**src/rtl/pmu_pkg.sv**
```systemverilog
package pmu_pkg;
    localparam int unsigned REG_W    = 32;
    localparam int unsigned BUS_W    = 64;
    localparam int unsigned ADR_CTRL = 0;
    localparam int unsigned ADR_STAT = 1;
    localparam int unsigned ADR_CNT0 = 2;
endpackage

```
**src/rtl/pmu_phys_ctr.sv**
```systemverilog
// One physical counter: a single full-width counter, or two halves with no carry between them.
module pmu_phys_ctr #(
    parameter int unsigned CW = 32
) (
    input  logic          clk,
    input  logic          rst_n,
    input  logic          run,
    input  logic          split,
    input  logic          evt_hi,
    input  logic          evt_lo,
    input  logic          load,
    input  logic [CW-1:0] load_val,
    output logic [CW-1:0] cnt_o,
    output logic          ovf_hi,
    output logic          ovf_lo
);
    localparam int unsigned HW = CW / 2;

    logic [CW-1:0] cnt_d, cnt_q;

    always_comb begin
        cnt_d  = cnt_q;
        ovf_hi = 1'b0;
        ovf_lo = 1'b0;
        if (load) begin
            cnt_d = load_val;
        end else if (run) begin
            if (split) begin
                if (evt_hi) begin
                    cnt_d[CW-1:HW] = cnt_q[CW-1:HW] + 1'b1;
                    ovf_hi         = &cnt_q[CW-1:HW];
                end
                if (evt_lo) begin
                    cnt_d[HW-1:0] = cnt_q[HW-1:0] + 1'b1;
                    ovf_lo        = &cnt_q[HW-1:0];
                end
            end else if (evt_hi) begin
                cnt_d  = cnt_q + 1'b1;
                ovf_hi = &cnt_q;
            end
        end
    end

    always_ff @(posedge clk) begin
        if (!rst_n) cnt_q <= '0;
        else        cnt_q <= cnt_d;
    end

    assign cnt_o = cnt_q;
endmodule

```
**src/rtl/pmu_rd_mux.sv**
```systemverilog
// Read data selection; a pending latch hides the live counter value.
module pmu_rd_mux #(
    parameter int unsigned NPHYS = 4,
    parameter int unsigned CW    = 32,
    parameter int unsigned AW    = 4
) (
    input  logic                       rd,
    input  logic [AW-1:0]              addr,
    input  logic                       run,
    input  logic [NPHYS-1:0]           split,
    input  logic [2*NPHYS-1:0]         status,
    input  logic [NPHYS-1:0]           pend,
    input  logic [NPHYS-1:0][CW-1:0]   latch,
    input  logic [NPHYS-1:0][CW-1:0]   cnt,
    output logic [pmu_pkg::BUS_W-1:0]  rdata
);
    import pmu_pkg::*;
    localparam int unsigned NLOG = 2 * NPHYS;
    localparam int unsigned HW   = CW / 2;
    localparam int unsigned PW   = $clog2(NPHYS);

    logic [REG_W-1:0] val;
    logic [AW-1:0]    idx;
    logic [PW-1:0]    pidx;
    logic             upper;
    logic [CW-1:0]    src;

    always_comb begin
        val   = '0;
        idx   = addr - AW'(ADR_CNT0);
        pidx  = idx[PW-1:0];
        upper = (idx < AW'(NPHYS));
        src   = pend[pidx] ? latch[pidx] : cnt[pidx];
        if (rd) begin
            if (addr == AW'(ADR_CTRL)) begin
                val[0]       = run;
                val[NPHYS:1] = split;
            end else if (addr == AW'(ADR_STAT)) begin
                val[NLOG-1:0] = status;
            end else if (addr < AW'(ADR_CNT0 + NLOG)) begin
                if (split[pidx])
                    val[HW-1:0] = upper ? src[CW-1:HW] : src[HW-1:0];
                else if (upper)
                    val[CW-1:0] = src;
            end
        end
        rdata = {val, {(BUS_W-REG_W){1'b0}}};
    end
endmodule

```
**src/rtl/perfmon_split_counter.sv**
```systemverilog
// NPHYS must be a power of two, and CW must not exceed the 32-bit register width.
module perfmon_split_counter #(
    parameter int unsigned NPHYS = 4,
    parameter int unsigned CW    = 32,
    parameter int unsigned AW    = $clog2(2*NPHYS + 2)
) (
    input  logic              clk,
    input  logic              rst_n,
    input  logic              bus_wr,
    input  logic              bus_rd,
    input  logic [AW-1:0]     bus_addr,
    input  logic [31:0]       bus_wdata,
    output logic [63:0]       bus_rdata,
    input  logic [2*NPHYS-1:0] evt_i,
    output logic              irq_o
);
    import pmu_pkg::*;
    localparam int unsigned NLOG = 2 * NPHYS;
    localparam int unsigned HW   = CW / 2;
    localparam int unsigned PW   = $clog2(NPHYS);

    typedef struct packed {
        logic                     run;
        logic [NPHYS-1:0]         split;
        logic [NLOG-1:0]          mask;
        logic [NLOG-1:0]          status;
        logic [NPHYS-1:0]         pend;
        logic [NPHYS-1:0][CW-1:0] latch;
    } pmu_state_t;

    pmu_state_t               st_d, st_q;
    logic [NPHYS-1:0]         load_w;
    logic [NPHYS-1:0][CW-1:0] cnt_w;
    logic [NPHYS-1:0][CW-1:0] latch_w;
    logic [NLOG-1:0]          ovf_w;
    logic [NLOG-1:0]          status_w;
    logic [NPHYS-1:0]         pend_w;
    logic                     run_w;
    logic                     stat_rd;
    logic [AW-1:0]            widx;
    logic [PW-1:0]            wp;
    logic                     wupper;
    logic [CW-1:0]            wbase;

    assign stat_rd  = bus_rd && (bus_addr == AW'(ADR_STAT));
    assign latch_w  = st_q.latch;
    assign status_w = st_q.status;
    assign pend_w   = st_q.pend;
    assign run_w    = st_q.run;

    always_comb begin
        st_d   = st_q;
        load_w = '0;
        widx   = bus_addr - AW'(ADR_CNT0);
        wp     = widx[PW-1:0];
        wupper = (widx < AW'(NPHYS));
        wbase  = st_q.pend[wp] ? st_q.latch[wp] : cnt_w[wp];
        if (bus_wr) begin
            if (bus_addr == AW'(ADR_CTRL)) begin
                st_d.run   = bus_wdata[0];
                st_d.split = bus_wdata[NPHYS:1];
                if (bus_wdata[0]) begin
                    load_w    = st_q.pend;
                    st_d.pend = '0;
                end
            end else if (bus_addr == AW'(ADR_STAT)) begin
                st_d.mask = bus_wdata[NLOG-1:0];
            end else if (bus_addr < AW'(ADR_CNT0 + NLOG)) begin
                if (st_q.split[wp]) begin
                    if (wupper) wbase[CW-1:HW] = bus_wdata[HW-1:0];
                    else        wbase[HW-1:0]  = bus_wdata[HW-1:0];
                    st_d.latch[wp] = wbase;
                    st_d.pend[wp]  = 1'b1;
                end else if (wupper) begin
                    st_d.latch[wp] = bus_wdata[CW-1:0];
                    st_d.pend[wp]  = 1'b1;
                end
            end
        end
        // a new overflow outranks the clear-on-read
        st_d.status = (stat_rd ? '0 : st_q.status) | ovf_w;
    end

    always_ff @(posedge clk) begin
        if (!rst_n) st_q <= '0;
        else        st_q <= st_d;
    end

    for (genvar p = 0; p < NPHYS; p++) begin : g_ctr
        pmu_phys_ctr #(.CW(CW)) u_ctr (
            .clk      (clk),
            .rst_n    (rst_n),
            .run      (st_q.run),
            .split    (st_q.split[p]),
            .evt_hi   (evt_i[p]),
            .evt_lo   (evt_i[p+NPHYS]),
            .load     (load_w[p]),
            .load_val (st_q.latch[p]),
            .cnt_o    (cnt_w[p]),
            .ovf_hi   (ovf_w[p]),
            .ovf_lo   (ovf_w[p+NPHYS])
        );
    end

    pmu_rd_mux #(.NPHYS(NPHYS), .CW(CW), .AW(AW)) u_rd (
        .rd     (bus_rd),
        .addr   (bus_addr),
        .run    (st_q.run),
        .split  (st_q.split),
        .status (st_q.status),
        .pend   (st_q.pend),
        .latch  (st_q.latch),
        .cnt    (cnt_w),
        .rdata  (bus_rdata)
    );

    assign irq_o = |(st_q.status & st_q.mask);
endmodule

```
**config.mk**
```make
export PLATFORM = sky130hd
export DESIGN_NAME = perfmon_split_counter
export DESIGN_NICKNAME = d
export VERILOG_FILES = /design/src/rtl/pmu_pkg.sv /design/src/rtl/pmu_phys_ctr.sv /design/src/rtl/pmu_rd_mux.sv /design/src/rtl/perfmon_split_counter.sv
export SDC_FILE = /design/constraint.sdc
export NUM_CORES = 1
export LEC_CHECK = 0
export BUFFER_PORTS_ARGS = -buffer_cell sky130_fd_sc_hd__buf_2
export CAP_MARGIN = 20
export CORE_AREA = 2 2 262 213
export DETAILED_ROUTE_END_ITERATION = 16
export DIE_AREA = 0 0 264 215
export PLACE_DENSITY_LB_ADDON = 0.3
export SLEW_MARGIN = 0
export SYNTH_ARGS = -nofsm -noshare
export SYNTH_HDL_FRONTEND = slang
export SYNTH_SLANG_ARGS = --single-unit
```
**constraint.sdc**
```tcl
create_clock -name clk -period 4.51 [get_ports clk]
set_input_delay 0.2255 -clock clk [delete_from_list [all_inputs] [get_ports clk]]
set_output_delay 0.2255 -clock clk [all_outputs]
set_load 0.005 [all_outputs]
```
==> results by group, run 1 <==
Status
  • Status: finished clean

Synth
  • Post-synthesis cell count: 1,786
  • Adder-Cell Fraction of Synth Area: 0.006996
  • Synthesized cell area: 16,100 µm²
  • Number of flops mapped to enable cells by yosys: 0
  • Seq cells post-synth: 281
  • Top_reg_cell synth: dfxtp_1
  • Post-synth ARST share: 0
  • Synthesized area per cell: 9.012 µm²
  • Seq/Total Area, Yosys: 0.3495
  • Xor and xnor area share after synthesis: 0.06203
  • YS warnings: 0
  • Share of the synthesized area in the top cell type: 0.3495
  • Cell taking the most area after synthesis: dfxtp_1
  • Post-Synth Simple-Gate Area: 0.1917
  • Compound-Gate Fraction of Synth Area: 0.1827
  • Mux cell area share after synthesis: 0.1511
  • Largest family of logic cells by synthesized area: simple AND/OR/NAND/NOR gates
  • Netlist cell types: 70
  • Synth area leaders: dfxtp_1 35%, mux4_2 9.1%, nor2_1 6.6%, a211oi_1 5.1%, a21oi_1 4.4%

STA
  • Fin. max-slew vios: 0
  • Setup TNS after final layout: 0 ns
  • Setup Skew: 0.01535 ns
  • Final Hold Vio Count: 0
  • Period utilization: 0.8012
  • Worst rel slew slack: 0.2994
  • Endpoints failing setup: 0
  • F_max: 276.7 MHz
  • Tightest Pin Transition: 1.048 ns
  • Min cycle time layout: 3.613 ns
  • RSZ-0062 raised after global routing: false

Clocking
  • Worst skew pair latency: 0.53 ns
  • Clock slew at reported path FFs: 0.07 ns
  • CTS tree: done
  • Root Buffer: clkbuf_16
  • Clk buf depth: 3
  • TritonCTS Buffers: 34
  • Clock H-tree levels: 2
  • Clock Sinks: 281
  • Post-cts sizing count: 0

Route
  • Routed wl met3: 5.578 mm
  • Via density: 5.581
  • Total number of vias: 14,200
  • Top sig layer: met5
  • DRC: 0
  • WL/cell: 23.06 µm
  • First-pass DRT Iterations: 5
  • Detail Route Antenna Nets: 0
  • Final WL: 58.68 mm
  • DR iter-0 viols: 1,581
  • DRT met1 WL: 27.70 mm
  • Met2 WL: 24.32 mm

Final layout
  • Most frequent cells in the layout: 284 x nor2_1, 281 x dfxtp_1, 143 x a21oi_1
  • Fill cell count: 5,549
  • Ratio of cells with drive above 1 in the final layout: 0.1770
  • NumNets Final: 1,864
  • Synthesis-to-finish area growth: 13.25%
  • Final core occ: 0.3355
  • Most common cell after layout, fill and taps aside: nor2_1

Worst setup path
  • Crit-path cells: mux4_2 -> and3_2 -> buf_4 -> nand2_1 -> a21oi_1 -> buf_2
  • CP Launch Type: flip-flop
  • Arr. time, crit path: 3.39 ns
  • Worst endpoint required time: 4.28 ns
  • FF-to-FF path depth: 7
  • CP Max Fanout: 16
  • Critical path's largest stage delay: 0.75 ns
  • Slowest stage cell, crit path: and3_2
  • Largest delay share family, worst path: simple AND/OR/NAND/NOR gates
  • R2R Setup Slk: 1.54 ns
  • R2R Path Start: st_q[151]
  • CP Class: reg -> out
  • CP endpoint kind: output port
  • CP bufs+invs: 2
  • CP startpoint: st_q[151]

Floorplan
  • Core region area: 54,340 µm²
  • IO Pins: 113
  • Row count: 77
  • Die W: 264 µm
  • Die area: 56,760 µm²
  • Chip Height: 215 µm
  • Starting Density: 0.2962

Global routing
  • First-pass GRT wire length: 87.51 mm
  • Remaining Overflow, GRT: 0
  • Largest net degree at the start of global routing: 107
  • GRT Total Usage: 0.2019
  • Antenna violations before repair: 5
  • Number of global-route vias before repair: 13,210

Run
  • Max Cap Viol: 0

Placed design
  • DPL Wire Length: 42.51 mm
  • Placer Congestion: 0.9169
  • Port bufs: 80

Power and ir drop
  • Leakage: 6.430 nW
  • Maximum vdd drop: 0.1778 mV
  • Pwr per Cell Area: 319.0 nW/µm²

Worst hold path
  • Min-delay src: bus_wdata[7]
  • Worst hold path type: in -> reg
  • Hold Path Sink: st_q[147]
  • WHS Path Cells: 3
per-stage QoR:
step | hold WS [ns] | power (mW) | std cells | worst slack (ns) | instance area (µm²)
2_1_floorplan | 0.3694 | 2.803 | 1817 | 2.051 | 16210
3_3_place_gp | 0.4751 | 2.906 | 2480 | 1.381 | 17010
3_5_place_dp | 0.4866 | 2.909 | 2480 | 1.352 | 17010
4_1_cts | 0.01807 | 5.847 | 2542 | 0.9271 | 18220
5_1_grt | 0.04027 | 5.974 | 2544 | 0.8013 | 18230
6_report | 0.04109 | 5.815 | 2544 | 0.8965 | 18230
cell type report:
| cell class | count | area [µm²] | area share |
|---|---|---|---|
| Inverter | 17 | 68.82 | 0.003775 |
| Timing Repair Buffer | 116 | 730.7 | 0.04009 |
| Antenna cell | 2 | 5.005 | 0.0002746 |
| Clock inverter | 15 | 217.7 | 0.01194 |
| Multi-Input combinational cell | 1357 | 9717 | 0.5331 |
| Tap cell | 711 | 889.6 | 0.04881 |
| Sequential cell | 281 | 5625 | 0.3086 |
| Clock buffer | 45 | 973.4 | 0.05340 |
per-layer routing:
layer / GRT usage / vias to the layer above
li1: - / 6477
met1: 0.3068 / 6974
met2: 0.2896 / 670
met3: 0.04228 / 70
met4: 0.04356 / 6
met5: 0 / -
cell usage after synthesis, types with 18 or more instances:
cell type	number
dfxtp_1	281
buf_4	37
buf_2	21
a21oi_1	143
and3_1	37
a211oi_1	109
o21ai_0	91
nand2_1	94
o21ai_1	25
clkbuf_1	94
xor2_1	37
nand3_1	41
nor3_1	22
and2_1	18
mux4_2	65
xnor2_1	77
nand4_1	33
mux2i_1	28
nor4_1	20
mux2_4	22
nor2_1	285
tightest hold or removal path, stage by stage:
cell and delay (ns):
buf_2 0.13, mux2i_1 0.09, nor2_1 0.09
worst max-delay path by stage:
stage / endpoint / slack, ns / cells past startpoint
after global routing: bus_rdata[46] / 0.80 / 6
after detailed placement: bus_rdata[32] / 1.35 / 10
after CTS: bus_rdata[41] / 0.93 / 6
final: bus_rdata[41] / 0.90 / 6
after global placement: bus_rdata[56] / 1.38 / 8
after floorplan: bus_rdata[32] / 2.05 / 12
power by group:
group	total, mW	switching (mW)	internal (mW)	leakage (nW)
Sequential	2.52	0.0201	2.50	2.26
Clock	2.95	1.14	1.81	0.575
Combinational	0.341	0.232	0.108	3.59
Total	5.82	1.40	4.42	6.43
repair_timing:
action,in CTS,in global routing
buffers inserted,0,0
hold endpoints to repair,2,0
setup endpoints to repair,0,0
hold buffers,2,0
logic make-up (layout without fill, tap and decap cells):
kind of cell	count (synthesis)	count (layout)
and+or+nand+nor	624	624
AOI/OAI and AO/OA	444	444
DFF	281	281
buffers and inverters	179	193
muxes	134	134
xor gates and xnor gates	114	114
adders and majority gates	9	9
other	1	34
(Power assumes the default switching activity.)
==> run 2, diff against run 1 <==
--- a/config.mk
+++ b/config.mk
@@ -5,11 +5,12 @@
 export SDC_FILE = /design/constraint.sdc
 export NUM_CORES = 1
 export LEC_CHECK = 0
+export ABC_AREA = 1
 export BUFFER_PORTS_ARGS = -buffer_cell sky130_fd_sc_hd__buf_2
 export CAP_MARGIN = 20
-export CORE_AREA = 2 2 262 213
+export CORE_AREA = 2 2 276 223
 export DETAILED_ROUTE_END_ITERATION = 16
-export DIE_AREA = 0 0 264 215
+export DIE_AREA = 0 0 278 225
 export PLACE_DENSITY_LB_ADDON = 0.3
 export SLEW_MARGIN = 0
 export SYNTH_ARGS = -nofsm -noshare
==> constraint.sdc (replaced) <==
create_clock -name clk -period 3.5 [get_ports clk]
set_input_delay 0.175 -clock clk [delete_from_list [all_inputs] [get_ports clk]]
set_output_delay 0.175 -clock clk [all_outputs]
set_load 0.005 [all_outputs]
==> run 2 against run 1 <==
Against the previous run:
- critical endpoint is now bus_rdata[46]
- setup slack got worse by 0.81 ns
- sequential power increased by 30%
- clock skew is 0.0040 ns lower
==> results by group, run 2 <==
Status
  • Status: finished clean

Worst setup path
  • FF-to-FF path depth: 10 (+3)
  • CP Launch Type: flip-flop
  • Largest delay share family, worst path: buffers and inverters
  • CP Max Fanout: 19 (+3)
  • Crit path depth: 11 (+5)
  • CP endpoint kind: output port
  • Arr. time, crit path: 3.24 ns (-0.15 ns)
  • CP startpoint: st_q[148]
  • CP Class: reg -> out
  • CP endpoint: bus_rdata[46]
  • RR Endpoint: g_ctr[2].u_ctr.cnt_o[1]
  • Slowest stage cell, crit path: dfxtp_1
  • R2R Path Start: run_w
  • Critical path's largest stage delay: 0.49 ns (-0.26 ns)
  • R2R Setup Slk: 0.59 ns (-0.95 ns)
  • Worst endpoint required time: 3.32 ns (-0.96 ns)
  • Crit-path cells: inv_2 -> o21ai_2 -> nand2_1 -> nand2_4 -> nand2_2 -> nand2_1 -> clkinvlp_4 -> buf_4 -> nand2_1 -> a21oi_1 -> buf_2
  • Most frequent cell on the critical path: nand2_1
  • CP bufs+invs: 4 (+2)

Clocking
  • Clock slew at reported path FFs: 0.07 ns (about the same)
  • Root Buffer: clkbuf_16
  • Clock Sinks: 281 (unchanged)
  • Clock H-tree levels: 1 (-1)
  • Worst skew pair latency: 0.60 ns (+0.07 ns)
  • TritonCTS Buffers: 30 (-12%)
  • CTS tree: done
  • Clk buf depth: 3 (unchanged)

Global routing
  • First-pass GRT wire length: 122.8 mm (+40%)
  • Largest net degree at the start of global routing: 75 (-30%)
  • GRT Total Usage: 0.2610 (+0.05907)
  • Number of global-route vias before repair: 18,330 (+39%)
  • Antenna violations before repair: 1 (-4)
  • Remaining Overflow, GRT: 0 (unchanged)

Route
  • Via density: 5.510 (-1.3%)
  • Final WL: 83.90 mm (+43%)
  • DR iter-0 viols: 2,900 (+83%)
  • Total number of vias: 20,870 (+47%)
  • First-pass DRT Iterations: 8 (+3)
  • WL/cell: 22.16 µm (-3.9%)
  • DRC: 0 (unchanged)
  • Detail Route Antenna Nets: 0 (unchanged)

Floorplan
  • Die area: 62,550 µm² (+10%)
  • Chip Height: 225 µm (+4.7%)
  • Core region area: 59,560 µm² (+9.6%)
  • Row count: 80 (+3.9%)
  • IO Pins: 113 (unchanged)
  • Die W: 278 µm (+5.3%)
  • Starting Density: 0.2987 (+0.002462)

Synth
  • Count leader, synth: nand2_1
  • Synthesized cell area: 17,790 µm² (+11%)
  • Post-synthesis cell count: 2,937 (+64%)
  • Seq cells post-synth: 281 (unchanged)
  • Share of the synthesized area in the top cell type: 0.3162 (-0.03326)
  • YS warnings: 0 (unchanged)
  • Post-synth ARST share: 0 (unchanged)
  • Synthesized area per cell: 6.057 µm² (-33%)
  • Seq/Total Area, Yosys: 0.3162 (-0.03326)
  • Number of flops mapped to enable cells by yosys: 0 (unchanged)
  • Synth top cells by count: 838 x nand2_1, 324 x nor2_1, 284 x inv_1
  • Cell taking the most area after synthesis: dfxtp_1
  • Top_reg_cell synth: dfxtp_1
  • Netlist cell types: 46 (-34%)
  • Synth area leaders: dfxtp_1 32%, nand2_1 18%, o21ai_0 7.5%, a21oi_1 7.1%, nor2_1 6.8%

STA
  • Period utilization: 0.9761
  • Fin. max-slew vios: 0 (unchanged)
  • Setup TNS after final layout: 0 ns (unchanged)
  • Setup Skew: 0.01137 ns (-0.003984 ns)
  • RSZ-0062 raised after global routing: false
  • Worst rel slew slack: 0.3601 (+0.06076)
  • Min cycle time layout: 3.416 ns
  • Setup ws final: 0.08378 ns (-0.8127 ns)
  • Tightest Pin Transition: 0.9498 ns (-0.09870 ns)
  • Final hold slack: 0.03937 ns (-0.001718 ns)
  • Endpoints failing setup: 0 (unchanged)
  • F_max: 292.7 MHz
  • Final Hold Vio Count: 0 (unchanged)

Power and ir drop
  • Pwr per Cell Area: 379.2 nW/µm² (+19%)
  • Maximum vdd drop: 0.3810 mV (+110%)
  • Power Total: 7.675 mW (+32%)
  • Leakage: 8.019 nW (+25%)

Final layout
  • Synthesis-to-finish area growth: 13.79%
  • NumNets Final: 3,041 (+63%)
  • Ratio of cells with drive above 1 in the final layout: 0.07879 (-0.09816)
  • Most common cell after layout, fill and taps aside: nand2_1
  • Design Area, Final: 20,240 µm² (+11%)
  • # diodes: 0 (-2)
  • Most frequent cells in the layout: 836 x nand2_1, 322 x nor2_1, 283 x inv_1

Placed design
  • Placer Congestion: 1.027 (+12%)
  • Placed Area: 18,890 µm² (+11%)
  • Port bufs: 80 (unchanged)
  • Dpl ws: 0.6031 ns (-0.7485 ns)
  • DPL Wire Length: 64.77 mm (+52%)

Worst hold path
  • Worst hold path type: in -> reg
  • Min-delay src: bus_wdata[18]

Run
  • Max Cap Viol: 0 (unchanged)
-- run 2: cell types whose count changed after synthesis, moves of 42 or more --
cell	before	now
o21ai_0	91	265
a21oi_1	143	251
inv_1	16	284
clkbuf_1	94	52
o22ai_1	1	59
xnor2_1	77	8
a211oi_1	109	2
mux4_2	65	0
nand2_1	94	838
nand3_1	41	205
-- run 2: metal layers --
metal / vias up / global-route usage / wire length [µm]
met5: - / 0 / 13
met4: 2 / 0.06818 / 2342
met3: 134 / 0.06977 / 11070
met2: 1244 / 0.3676 / 33220
met1: 9846 / 0.3863 / 37260
li1: 9641 / - / -
-- run 2: worst min path at each step --
stage	to	slack, ns	cells past startpoint
finish	flip-flop	0.04	5
global route	flip-flop	0.07	5
CTS	flip-flop	0.03	5
detailed placement	st_q[146]	0.46	2
global placement	st_q[141]	0.45	2
floorplan	st_q[147]	0.34	2
-- run 2: timing repair --
item	CTS	global route
resized for setup	0	3
hold buffers	15	0
hold endpoints to repair	33	0
setup endpoints to repair	0	6
setup buffers	0	3
-- run 2: logic make-up (layout without fill, tap and decap cells) --
family / Yosys count / in the layout / synth area share
DFF: 281 / 281 / 0.3162
AOI/OAI and AO/OA: 644 / 644 / 0.1931
buffers and inverters: 462 / 502 / 0.1102
xor gates and xnor gates: 57 / 57 / 0.02807
adders and majority gates: 9 / 9 / 0.006331
and+or+nand+nor: 1483 / 1483 / 0.3458
other: 1 / 32 / 0.0002108
-- run 2: area by class of cell --
class                      instances  area [µm²]
clock buffer                      37       848.3
clock inverter                    19       321.6
fill                            6677       39320
inverter                         301        1135
multi-input combinational       2225       10330
sequential                       281        5625
tap                              779       974.7
timing repair buffer             145        1003
-- run 2: worst reg2reg max path, cell delays in order, from the launching register on --
cell and delay [ns]:
dfxtp_1 0.60, inv_1 0.46, nor2_1 0.12, a21oi_1 0.67, inv_1 0.31, nand2_1 0.23, inv_1 0.16, nand2_1 0.09
nand3_1 0.07, nand2_1 0.06, inv_1 0.04
-- run 2: where the power goes --
part | switching [mW] | total, mW | internal (mW)
sequential | 0.0368 | 3.27 | 3.23
clock | 1.55 | 3.86 | 2.31
combinational | 0.414 | 0.547 | 0.133
-- run 2: per-stage QoR --
step / utilization / instances
after floorplan: - / 2968
after global placement: 0.3172 / 3713
after detailed placement: 0.3172 / 3713
after CTS: 0.3393 / 3784
after global routing: 0.3399 / 3787
final: 0.3399 / 3787
